===== config.mk =====
export PLATFORM = sky130hd
export DESIGN_NAME = sdm_ff3
export DESIGN_NICKNAME = d
export VERILOG_FILES = /design/src/rtl/sdm_pkg.sv /design/src/rtl/sdm_dither_lfsr.sv /design/src/rtl/sdm_integ.sv /design/src/rtl/sdm_quant.sv /design/src/rtl/sdm_ff3.sv
export SDC_FILE = /design/constraint.sdc
export NUM_CORES = 1
export LEC_CHECK = 0
export BUFFER_PORTS_ARGS = -buffer_cell sky130_fd_sc_hd__buf_2
export CORE_MARGIN = 8
export CORE_UTILIZATION = 40
export CTS_CLUSTER_SIZE = 12
export DETAILED_ROUTE_END_ITERATION = 12
export GPL_TIMING_DRIVEN = 0
export PLACE_DENSITY_LB_ADDON = 0.12
export SLEW_MARGIN = 40
export SYNTH_ARGS = -nofsm -noshare
export SYNTH_HDL_FRONTEND = slang
export SYNTH_SLANG_ARGS = --single-unit
export TNS_END_PERCENT = 10

===== constraint.sdc =====
create_clock -name clk -period 10 [get_ports clk]
set_input_delay 0.5 -clock clk [delete_from_list [all_inputs] [get_ports clk]]
set_output_delay 0.5 -clock clk [all_outputs]
set_load 0.02 [all_outputs]

===== src/rtl/sdm_pkg.sv =====
`timescale 1ns/1ps
// Package: shared helpers for the noise-shaping modulator.
// Assumes: the dither register is exactly 16 bits wide.
package sdm_pkg;
    localparam int LFSR_W = 16;

    // Next state of the 16-bit dither register: shift left, feedback from taps 15,13,12,10.
    function automatic logic [LFSR_W-1:0] lfsr16_next(input logic [LFSR_W-1:0] s);
        return {s[LFSR_W-2:0], s[15] ^ s[13] ^ s[12] ^ s[10]};
    endfunction
endpackage


===== src/rtl/sdm_dither_lfsr.sv =====
`timescale 1ns/1ps
// Module: dither source. Holds a 16-bit LFSR that steps once per enabled cycle
// and presents its low DITH_W bits as a signed dither value.
// Assumes: SEED is non-zero and DITH_W <= 16.
module sdm_dither_lfsr #(
    parameter logic [15:0] SEED   = 16'hACE1,
    parameter int          DITH_W = 10
) (
    input  logic                     clk,
    input  logic                     rst_n,
    input  logic                     en,
    output logic signed [DITH_W-1:0] dith_val
);
    import sdm_pkg::*;

    logic [LFSR_W-1:0] state;

    // Step the register on each enabled cycle; reload the seed on reset.
    always_ff @(posedge clk) begin
        if (!rst_n) begin
            state <= SEED;
        end else if (en) begin
            state <= lfsr16_next(state);
        end
    end

    // Low bits of the register reinterpreted as a two's complement value.
    always_comb begin
        dith_val = $signed(state[DITH_W-1:0]);
    end
endmodule


===== src/rtl/sdm_integ.sv =====
`timescale 1ns/1ps
// Module: one clipping accumulator of the loop filter. Adds its input on each
// enabled cycle and pins at the signed range limits instead of wrapping.
// Assumes: the addend already fits within W bits.
module sdm_integ #(
    parameter int W = 24
) (
    input  logic                clk,
    input  logic                rst_n,
    input  logic                en,
    input  logic signed [W-1:0] addend,
    output logic signed [W-1:0] acc,
    output logic                clip
);
    localparam logic signed [W-1:0] MAXV = {1'b0, {(W-1){1'b1}}};
    localparam logic signed [W-1:0] MINV = {1'b1, {(W-1){1'b0}}};

    logic signed [W:0]   sum;
    logic                ovf;
    logic signed [W-1:0] nxt;

    // Widened sum, overflow detection from the two top bits, clipped result.
    always_comb begin
        sum  = {acc[W-1], acc} + {addend[W-1], addend};
        ovf  = sum[W] ^ sum[W-1];
        nxt  = ovf ? (sum[W] ? MINV : MAXV) : sum[W-1:0];
        clip = en & ovf;
    end

    // Accumulator register, cleared on reset, updated only on enabled cycles.
    always_ff @(posedge clk) begin
        if (!rst_n) begin
            acc <= '0;
        end else if (en) begin
            acc <= nxt;
        end
    end
endmodule


===== src/rtl/sdm_quant.sv =====
`timescale 1ns/1ps
// Module: feed-forward summation and multi-level quantizer. Adds the input,
// the shifted integrator states and the dither, then maps the sum to 2^OUT_W levels.
// Assumes: NST shift amounts are supplied; the internal sum width cannot overflow.
module sdm_quant #(
    parameter int IN_W   = 16,
    parameter int INT_W  = 24,
    parameter int OUT_W  = 5,
    parameter int DITH_W = 10,
    parameter int NST    = 3,
    parameter int SH1    = 0,
    parameter int SH2    = 1,
    parameter int SH3    = 3
) (
    input  logic signed [IN_W-1:0]   sample,
    input  logic signed [INT_W-1:0]  st [NST],
    input  logic signed [DITH_W-1:0] dith,
    output logic [OUT_W-1:0]         code
);
    localparam int QS     = IN_W - OUT_W;
    localparam int YW     = INT_W + 3;
    localparam int LEVELS = 1 << OUT_W;
    localparam int MID    = LEVELS / 2;
    localparam int SH [3] = '{SH1, SH2, SH3};

    logic signed [YW-1:0] term [NST];
    logic signed [YW-1:0] y;
    logic signed [YW-1:0] lvl;

    // One scaled feed-forward term per integrator stage.
    for (genvar k = 0; k < NST; k++) begin : g_term
        assign term[k] = YW'(st[k] >>> SH[k]);
    end

    // Total of the input, the feed-forward terms and the dither, then level selection with clamping.
    always_comb begin
        y = YW'(sample) + YW'(dith);
        for (int k = 0; k < NST; k++) begin
            y = y + term[k];
        end
        lvl = (y >>> QS) + YW'(MID);
        if (lvl < 0) begin
            code = '0;
        end else if (lvl > YW'(LEVELS - 1)) begin
            code = OUT_W'(LEVELS - 1);
        end else begin
            code = lvl[OUT_W-1:0];
        end
    end
endmodule


===== src/rtl/sdm_ff3.sv =====
`timescale 1ns/1ps
// Module: third-order feed-forward noise-shaping modulator (top). A chain of
// three clipping integrators feeds the quantizer; only the first stage receives
// the quantized feedback. Dither from an LFSR can be added before quantizing.
// Assumes: INT_W > IN_W + 2 and OUT_W < IN_W - 1; synchronous active-low reset.
module sdm_ff3 #(
    parameter int          IN_W  = 16,
    parameter int          OUT_W = 5,
    parameter int          INT_W = 24,
    parameter int          SH1   = 0,
    parameter int          SH2   = 1,
    parameter int          SH3   = 3,
    parameter logic [15:0] SEED  = 16'hACE1
) (
    input  logic                   clk,
    input  logic                   rst_n,
    input  logic                   en,
    input  logic                   dith_en,
    input  logic signed [IN_W-1:0] sample_in,
    output logic [OUT_W-1:0]       code_out,
    output logic                   overload
);
    localparam int NST    = 3;
    localparam int QS     = IN_W - OUT_W;
    localparam int EW     = IN_W + 2;
    localparam int DITH_W = QS - 1;
    localparam int MID    = 1 << (OUT_W - 1);
    localparam logic signed [EW-1:0] MID_E = EW'(MID);

    logic signed [INT_W-1:0]  acc    [NST];
    logic signed [INT_W-1:0]  addend [NST];
    logic [NST-1:0]           clip;
    logic signed [DITH_W-1:0] dith_raw;
    logic signed [DITH_W-1:0] dith;
    logic [OUT_W-1:0]         q_next;
    logic signed [EW-1:0]     q_ext;
    logic signed [EW-1:0]     fb;
    logic signed [EW-1:0]     err;

    sdm_dither_lfsr #(.SEED(SEED), .DITH_W(DITH_W)) u_lfsr (
        .clk      (clk),
        .rst_n    (rst_n),
        .en       (en),
        .dith_val (dith_raw)
    );

    // Dither gate: pass the LFSR value only when dither is requested.
    always_comb begin
        dith = dith_en ? dith_raw : '0;
    end

    sdm_quant #(
        .IN_W(IN_W), .INT_W(INT_W), .OUT_W(OUT_W), .DITH_W(DITH_W),
        .NST(NST), .SH1(SH1), .SH2(SH2), .SH3(SH3)
    ) u_quant (
        .sample (sample_in),
        .st     (acc),
        .dith   (dith),
        .code   (q_next)
    );

    // Feedback level in input units, and the error fed to the first integrator.
    always_comb begin
        q_ext = $signed({{(EW-OUT_W){1'b0}}, q_next});
        fb    = (q_ext - MID_E) <<< QS;
        err   = EW'(sample_in) - fb;
    end

    // Integrator chain: the first stage takes the error, later stages take the previous state.
    for (genvar k = 0; k < NST; k++) begin : g_stage
        if (k == 0) begin : g_head
            assign addend[k] = INT_W'(err);
        end else begin : g_tail
            assign addend[k] = acc[k-1];
        end
        sdm_integ #(.W(INT_W)) u_integ (
            .clk    (clk),
            .rst_n  (rst_n),
            .en     (en),
            .addend (addend[k]),
            .acc    (acc[k]),
            .clip   (clip[k])
        );
    end

    // Output code register, midscale after reset.
    always_ff @(posedge clk) begin
        if (!rst_n) begin
            code_out <= OUT_W'(MID);
        end else if (en) begin
            code_out <= q_next;
        end
    end

    // Sticky overload flag, set by any clipping stage and cleared only by reset.
    always_ff @(posedge clk) begin
        if (!rst_n) begin
            overload <= 1'b0;
        end else if (|clip) begin
            overload <= 1'b1;
        end
    end
endmodule


# After elaboration in Yosys (flattened, before gate mapping)
# Cells that the tools add are included.
# W data, S select, Z words.
[totals]
reg_bits = 94
inputBits = 20
word_cells = 37
[op_classes]
add_sub_neg = 10
order_cmp = 2
mux = 9
n_bitwise = 9
n_reduce_logical = 1
[ops]
columns = ["operator", "count"]
rows = [
  ["$mux W24", 6],
  ["$add A24 B24 Y25", 2],
  ["$add A27 B21 Y27", 1],
  ["$add A27 B23 Y27", 1],
  ["$add A17 B24 Y25", 1],
  ["$add A24 B18 Y25", 1],
  ["$sub A16 B17 Y18", 1],
  ["$add A16 B10 Y17", 1],
  ["$add A16 B6 Y17 const B", 1],
  ["$gt A17 B6 Y1 const B", 1],
  ["$lt A17 B1 Y1 const B", 1],
  ["$mux W10", 1],
  ["$mux W5", 2],
  ["$sub A5 B5 Y6 const B", 1],
  ["$xor A1 B1 Y1", 6],
  ["$and A1 B1 Y1", 3],
  ["$reduce_or A3 Y1", 1],
]

# Depth between registers and ports, before layout
[logic_depth]
depth_word = 15
depth_mapped = 49

# Hierarchy
# From an unflattened synthesis, not the netlist that was laid out.
[hier_totals]
cells_unflattened = 1388
hier_area_um2 = 11716.2
[by_module_without_submodules]
columns = ["mod", "n_inst", "cells_each", "area_per_inst_um2"]
rows = [
  ["sdm_integ at g_stage[0].u_integ ...", 2, 274, 2341.0],
  ["sdm_quant", 1, 441, 3523.4],
  ["sdm_integ at g_stage[2].u_integ", 1, 279, 2307.2],
  ["sdm_dither_lfsr", 1, 64, 705.7],
  ["sdm_ff3", 1, 56, 498.0],
]

# Least setup slack after synthesis
# No wires, ideal clock.
[synth_path]
path_type = "input port to flip-flop"
startpoint = "in dith_en"
endpoint = "reg g_stage[0].u_integ.acc[10]"
setup_time_ns = 0.136
arrival_ns = 9.757
required_ns = 9.864
setup_slack_ns = 0.108
stages = 42
n_path_buf = 2
cell_sequence = "clkbuf_1 -> nand2_1 -> inv_1 -> fa_1 -> ha_1 -> and3_1 -> nand2_1 -> nand3_1 -> a31o_2 -> a311o_1 -> o211ai_1 -> a211oi_1 -> a41o_1 -> nor2_1 -> xor2_1 -> fa_1 -> inv_1 -> ha_1 -> [... 6 more ...] -> nand4_1 -> nand3_1 -> o21a_1 -> fa_1 -> inv_1 -> ha_1 -> and3_1 -> a31oi_1 -> nand2_1 -> a31oi_1 -> nor2_1 -> nor4_1 -> o31ai_1 -> a21oi_1 -> xor2_1 -> clkbuf_8 -> maj3_2 -> a21oi_2"
[synth_via]
elab_chain_cells = 14
word_cells_on_any_way = 16
classes_between = "8 x add/sub; 2 x order compare; 5 x mux; 1 x bitwise"
[synth_rtl]
columns = ["element", "line", "rtl"]
rows = [
  ["from (decl)", "sdm_ff3.sv:18", "input logic dith_en,"],
  ["$mux W10 *", "sdm_ff3.sv:49", "dith = dith_en ? dith_raw : '0;"],
  ["$add A16 B10 Y17 *", "sdm_quant.sv:37", "y = YW'(sample) + YW'(dith);"],
  ["$add A17 B24 Y25 *", "sdm_quant.sv:39", "y = y + term[k];"],
  ["$add A27 B23 Y27 *", "sdm_quant.sv:39", ""],
  ["$add A27 B21 Y27 *", "sdm_quant.sv:39", ""],
  ["$add A16 B6 Y17 *", "sdm_quant.sv:41", "lvl = (y >>> QS) + YW'(MID);"],
  ["$gt A17 B6 Y1", "sdm_quant.sv:44", "end else if (lvl > YW'(LEVELS - 1)) begin"],
  ["$mux W5", "sdm_quant.sv:44", ""],
  ["$mux W5 *", "sdm_quant.sv:42", "if (lvl < 0) begin"],
  ["$sub A5 B5 Y6 *", "sdm_ff3.sv:65", "fb = (q_ext - MID_E) <<< QS;"],
  ["named net fb[12]", "sdm_ff3.sv:37", "logic signed [EW-1:0] fb;"],
  ["$sub A16 B17 Y18 *", "sdm_ff3.sv:66", "err = EW'(sample_in) - fb;"],
  ["$add A24 B18 Y25 *", "sdm_integ.sv:24", "sum = {acc[W-1], acc} + {addend[W-1], addend};"],
  ["$mux W24 / $xor A1 B1 Y1 (equally long branches)", "sdm_integ.sv:26, sdm_integ.sv:25", ""],
  ["$mux W24 *", "sdm_integ.sv:26", "nxt = ovf ? (sum[W] ? MINV : MAXV) : sum[W-1:0];"],
  ["to (signal assigned)", "sdm_integ.sv:35", "acc <= nxt;"],
  ["to (decl)", "sdm_integ.sv:12", "output logic signed [W-1:0] acc,"],
]
# Mark *: on every way through the listed nets, which the timed path passes. The rest lies on a longest branch.
# A chain may end at the register's enable or synchronous reset.

# Final worst setup path
[layout_path]
startpoint = "reg g_stage[0].u_integ.acc[2]"
endpoint = "reg g_stage[0].u_integ.acc[12]"
[layout_via]
elab_chain_cells = 12
word_cells_on_any_way = 14
classes_between = "7 x add/sub; 2 x order compare; 4 x mux; 1 x bitwise"
[layout_rtl]
columns = ["element", "line"]
rows = [
  ["$add A17 B24 Y25 *", "sdm_quant.sv:39"],
  ["$add A27 B23 Y27 *", "sdm_quant.sv:39"],
  ["$add A27 B21 Y27 *", "sdm_quant.sv:39"],
  ["$add A16 B6 Y17 *", "sdm_quant.sv:41"],
  ["$gt A17 B6 Y1", "sdm_quant.sv:44"],
  ["$mux W5", "sdm_quant.sv:44"],
  ["$mux W5 *", "sdm_quant.sv:42"],
  ["$sub A5 B5 Y6 *", "sdm_ff3.sv:65"],
  ["named net fb[11]", "sdm_ff3.sv:37"],
  ["$sub A16 B17 Y18 *", "sdm_ff3.sv:66"],
  ["$add A24 B18 Y25 *", "sdm_integ.sv:24"],
  ["$mux W24 / $xor A1 B1 Y1 (equally long branches)", "sdm_integ.sv:26, sdm_integ.sv:25"],
  ["$mux W24 *", "sdm_integ.sv:26"],
]
# Marks and branches as above.

==> results.tsv <==
stage	metric	value	unit
clock_tree	Clk Latency, worst-skew pair	360	ps
global_route	total global-route track usage	18.5	%
setup_path	data required time of the worst path	10290	ps
timing	Layout Skew	15.6	ps
routing	final wirelength	32.9	mm
routing	residual DRC count	0	
setup_path	critical path class	register to register	
floorplan	core area	0.0289	mm^2
synth	post-synth top area cell	dfxtp_1	
clock_tree	number of clock sinks	94	
synth	Avg Cell Area, Syn	8.20	um^2
timing	worst relative slew slack	39.9	%
final_layout	share of cells above drive strength 1	15.7	%
timing	Max Freq	0.104	GHz
clock_tree	number of CTS-inserted buffers	9	
routing	initial drt markers	484	
synth	EDFF count, synth	0	
run	Max Cap Violations	0	
floorplan	chip height	187	um
setup_path	CP top delay family	compound AO/OA/AOI/OAI gates	
clock_tree	Root Driver	clkbuf_16	
synth	Post-synth ARST share	0	%
final_layout	fillers	2902	
clock_tree	CTS H-tree depth	3	
routing	Final ANT Viol Nets	0	
setup_path	slowest stage delay, CP	540	ps
place	Detail Placement HPWL	26.6	mm
synth	Primary FF master, synth	dfxtp_1	
final_layout	Layout area overhead	14.5	%
synth	synthesized area	0.0118	mm^2
synth	top cells by area, synth	dfxtp_1, ha_1, fa_1, inv_1, a21oi_1	
timing	Period Utilization, post-route	96.3	%
global_route	largest net degree at the start of global routing	19	
floorplan	Die Area	0.0351	mm^2
place	global placement routability congestion	0.883	
synth	commonest cells in the netlist	inv_1, ha_1, a21oi_1	
timing	Final min period	9630	ps
global_route	number of global-route vias before repair	9971	
timing	Setup Viol. Count Final	0	
synth	Seq/Total Area, Yosys	16.0	%
final_layout	FF/Latch Area	0.00189	mm^2
clock_tree	clock tree from TritonCTS	built	
global_route	first-pass GRT wire length	52.9	mm
setup_path	Setup crit end kind	register	
setup_path	critical path's slowest cell	fa_1	
clock_tree	CTS Buffer Depth	2	
synth	most numerous cell in the Yosys netlist	inv_1	
clock_tree	number of hold buffers added after cts	0	
setup_path	critical path peak fanout	10	
setup_path	CP dominant cell by count	a21oi_2	
routing	drt pass-1 iters	4	
final_layout	area occupied by multi-input gates	0.00941	mm^2
synth	Syn Inst Count	1433	
timing	Slew Viols, Final	0	
timing	final setup TNS	0	ps
global_route	GR Overflow Total	0	
routing	drt via density	5.32	
floorplan	chip width	187	um
min_path	Hold Crit Class	register to register	
synth	flops & latches, synth	94	
floorplan	I/O pin count	26	
final_layout	final net count	1710	
place	port bufs	22	
clock_tree	CTS clk-pin slew, worst paths	80	ps
timing	actual slew at the worst max-slew pin	899	ps
synth	Synth cell types	84	
setup_path	arrival time at the worst endpoint	9920	ps
setup_path	Buf/Inv on CP	7	
timing	final hold vios	0	
floorplan	initial core utilization	40.7	%
synth	Ys Warns	0	
synth	top-area cell type share of the netlist area	16.0	%
global_route	initial antenna violation count	0	
routing	DR WL/cell	17.5	um
status	status	complete, no violations	
routing	routed vias	10023	
setup_path	Setup crit start kind	register	
synth	syn nets	1649	
final_layout	Antenna Cells	0	
floorplan	Std-Cell Rows	62	
worst min-delay path, cell delays in order (launching register included):
cell and delay [ps]:
dfxtp_1 310, nand3b_1 70, nand2_1 50
final timing paths:
| path | from | to | slack [ps] | cells past startpoint |
|---|---|---|---|---|
| setup / recovery | g_stage[0].u_integ.acc[2]$_SDFFE_PN0P_ | g_stage[0].u_integ.acc[12]$_SDFFE_PN0P_ | 370 | 43 |
| hold / removal | code_out[0]$_SDFFE_PN0P_ | code_out[0]$_SDFFE_PN0P_ | 470 | 2 |
| setup reg to reg | g_stage[0].u_integ.acc[2]$_SDFFE_PN0P_ | g_stage[0].u_integ.acc[12]$_SDFFE_PN0P_ | 370 | 43 |
| hold reg to reg | code_out[0]$_SDFFE_PN0P_ | code_out[0]$_SDFFE_PN0P_ | 470 | 2 |
cell families after synthesis:
group | share of synthesized area (%)
adder cells (fa/ha/maj) | 29.9
AND/OR/NAND/NOR | 13.1
multiplexers | 1.54
flip-flops | 16.0
AO/OA/AOI/OAI | 23.3
XOR/XNOR | 7.80
buffers and inverters | 8.34
state kept, by name (all words and copies together) (netlist names):
name and flops:
code_out 5, g_stage.u_integ.acc 72, overload 1, u_lfsr.state 16
cells in the final DEF, fill, tap and decap left out, drive strengths merged, types with 5 or more instances in the layout:
| cell type | synthesis | routed |
|---|---|---|
| a21oi | 133 | 133 |
| buf | 13 | 66 |
| a211oi | 12 | 12 |
| nor2b | 19 | 19 |
| xor2 | 62 | 62 |
| nand3 | 33 | 33 |
| or3 | 11 | 11 |
| nand2 | 79 | 79 |
| o41ai | 7 | 7 |
| dfxtp | 94 | 94 |
| nor3 | 28 | 28 |
| ha | 132 | 132 |
| a31oi | 14 | 14 |
| nand3b | 6 | 6 |
| o211ai | 5 | 5 |
| o21bai | 11 | 11 |
| o21ai | 106 | 106 |
| o22ai | 5 | 5 |
| xnor2 | 41 | 41 |
| and2 | 9 | 9 |
| nor4 | 8 | 8 |
| o211a | 8 | 8 |
| nand2b | 14 | 14 |
| fa | 64 | 64 |
| o31a | 11 | 11 |
| clkbuf | 30 | 36 |
| and3 | 10 | 10 |
| o21a | 25 | 25 |
| inv | 193 | 196 |
| nor2 | 77 | 77 |
| a21o | 29 | 29 |
| mux2i | 17 | 17 |
| maj3 | 56 | 56 |
| nand4 | 10 | 10 |
routing by layer:
layer | GRT usage (%) | wire [um] | vias up
li1 | - | - | 5127
met1 | 25.6 | 16300 | 4725
met2 | 31.0 | 15200 | 146
met3 | 1.57 | 933 | 25
met4 | 3.85 | 422 | 0
met5 | 0 | 0 | -
repair_timing:
| action | in CTS | in global routing |
|---|---|---|
| hold endpoints to repair | 0 | 0 |
| setup buffers | 13 | 17 |
| endpoints found under the setup margin | 25 | 25 |
| resized for setup | 49 | 77 |
| pin swaps | 18 | 66 |
| gates cloned | 1 | 1 |
area by class of cell:
class / count / area share (%)
multi-input cells: 1099 / 69.9
flip-flops and latches: 94 / 14.0
inverters: 193 / 5.43
well taps: 384 / 3.57
repair buffers: 54 / 3.06
plain buffers: 43 / 1.92
clock buffers: 9 / 1.67
clock inverters: 7 / 0.409
through the flow:
stage	hold WS [ps]	setup slack, ps	area (um^2)	util, %	cells
after CTS	473	6.04	13000	45.2	1868
final	472	366	13500	46.7	1883
after detailed placement	459	-1880	12400	42.8	1839
after floorplan	441	108	11800	-	1433
after global placement	457	-2070	12300	42.8	1839
after global routing	506	-73.9	13500	46.7	1883
Power is not shown: default switching activity piles up to over one toggle a cycle in this logic, so the estimate is an artifact.
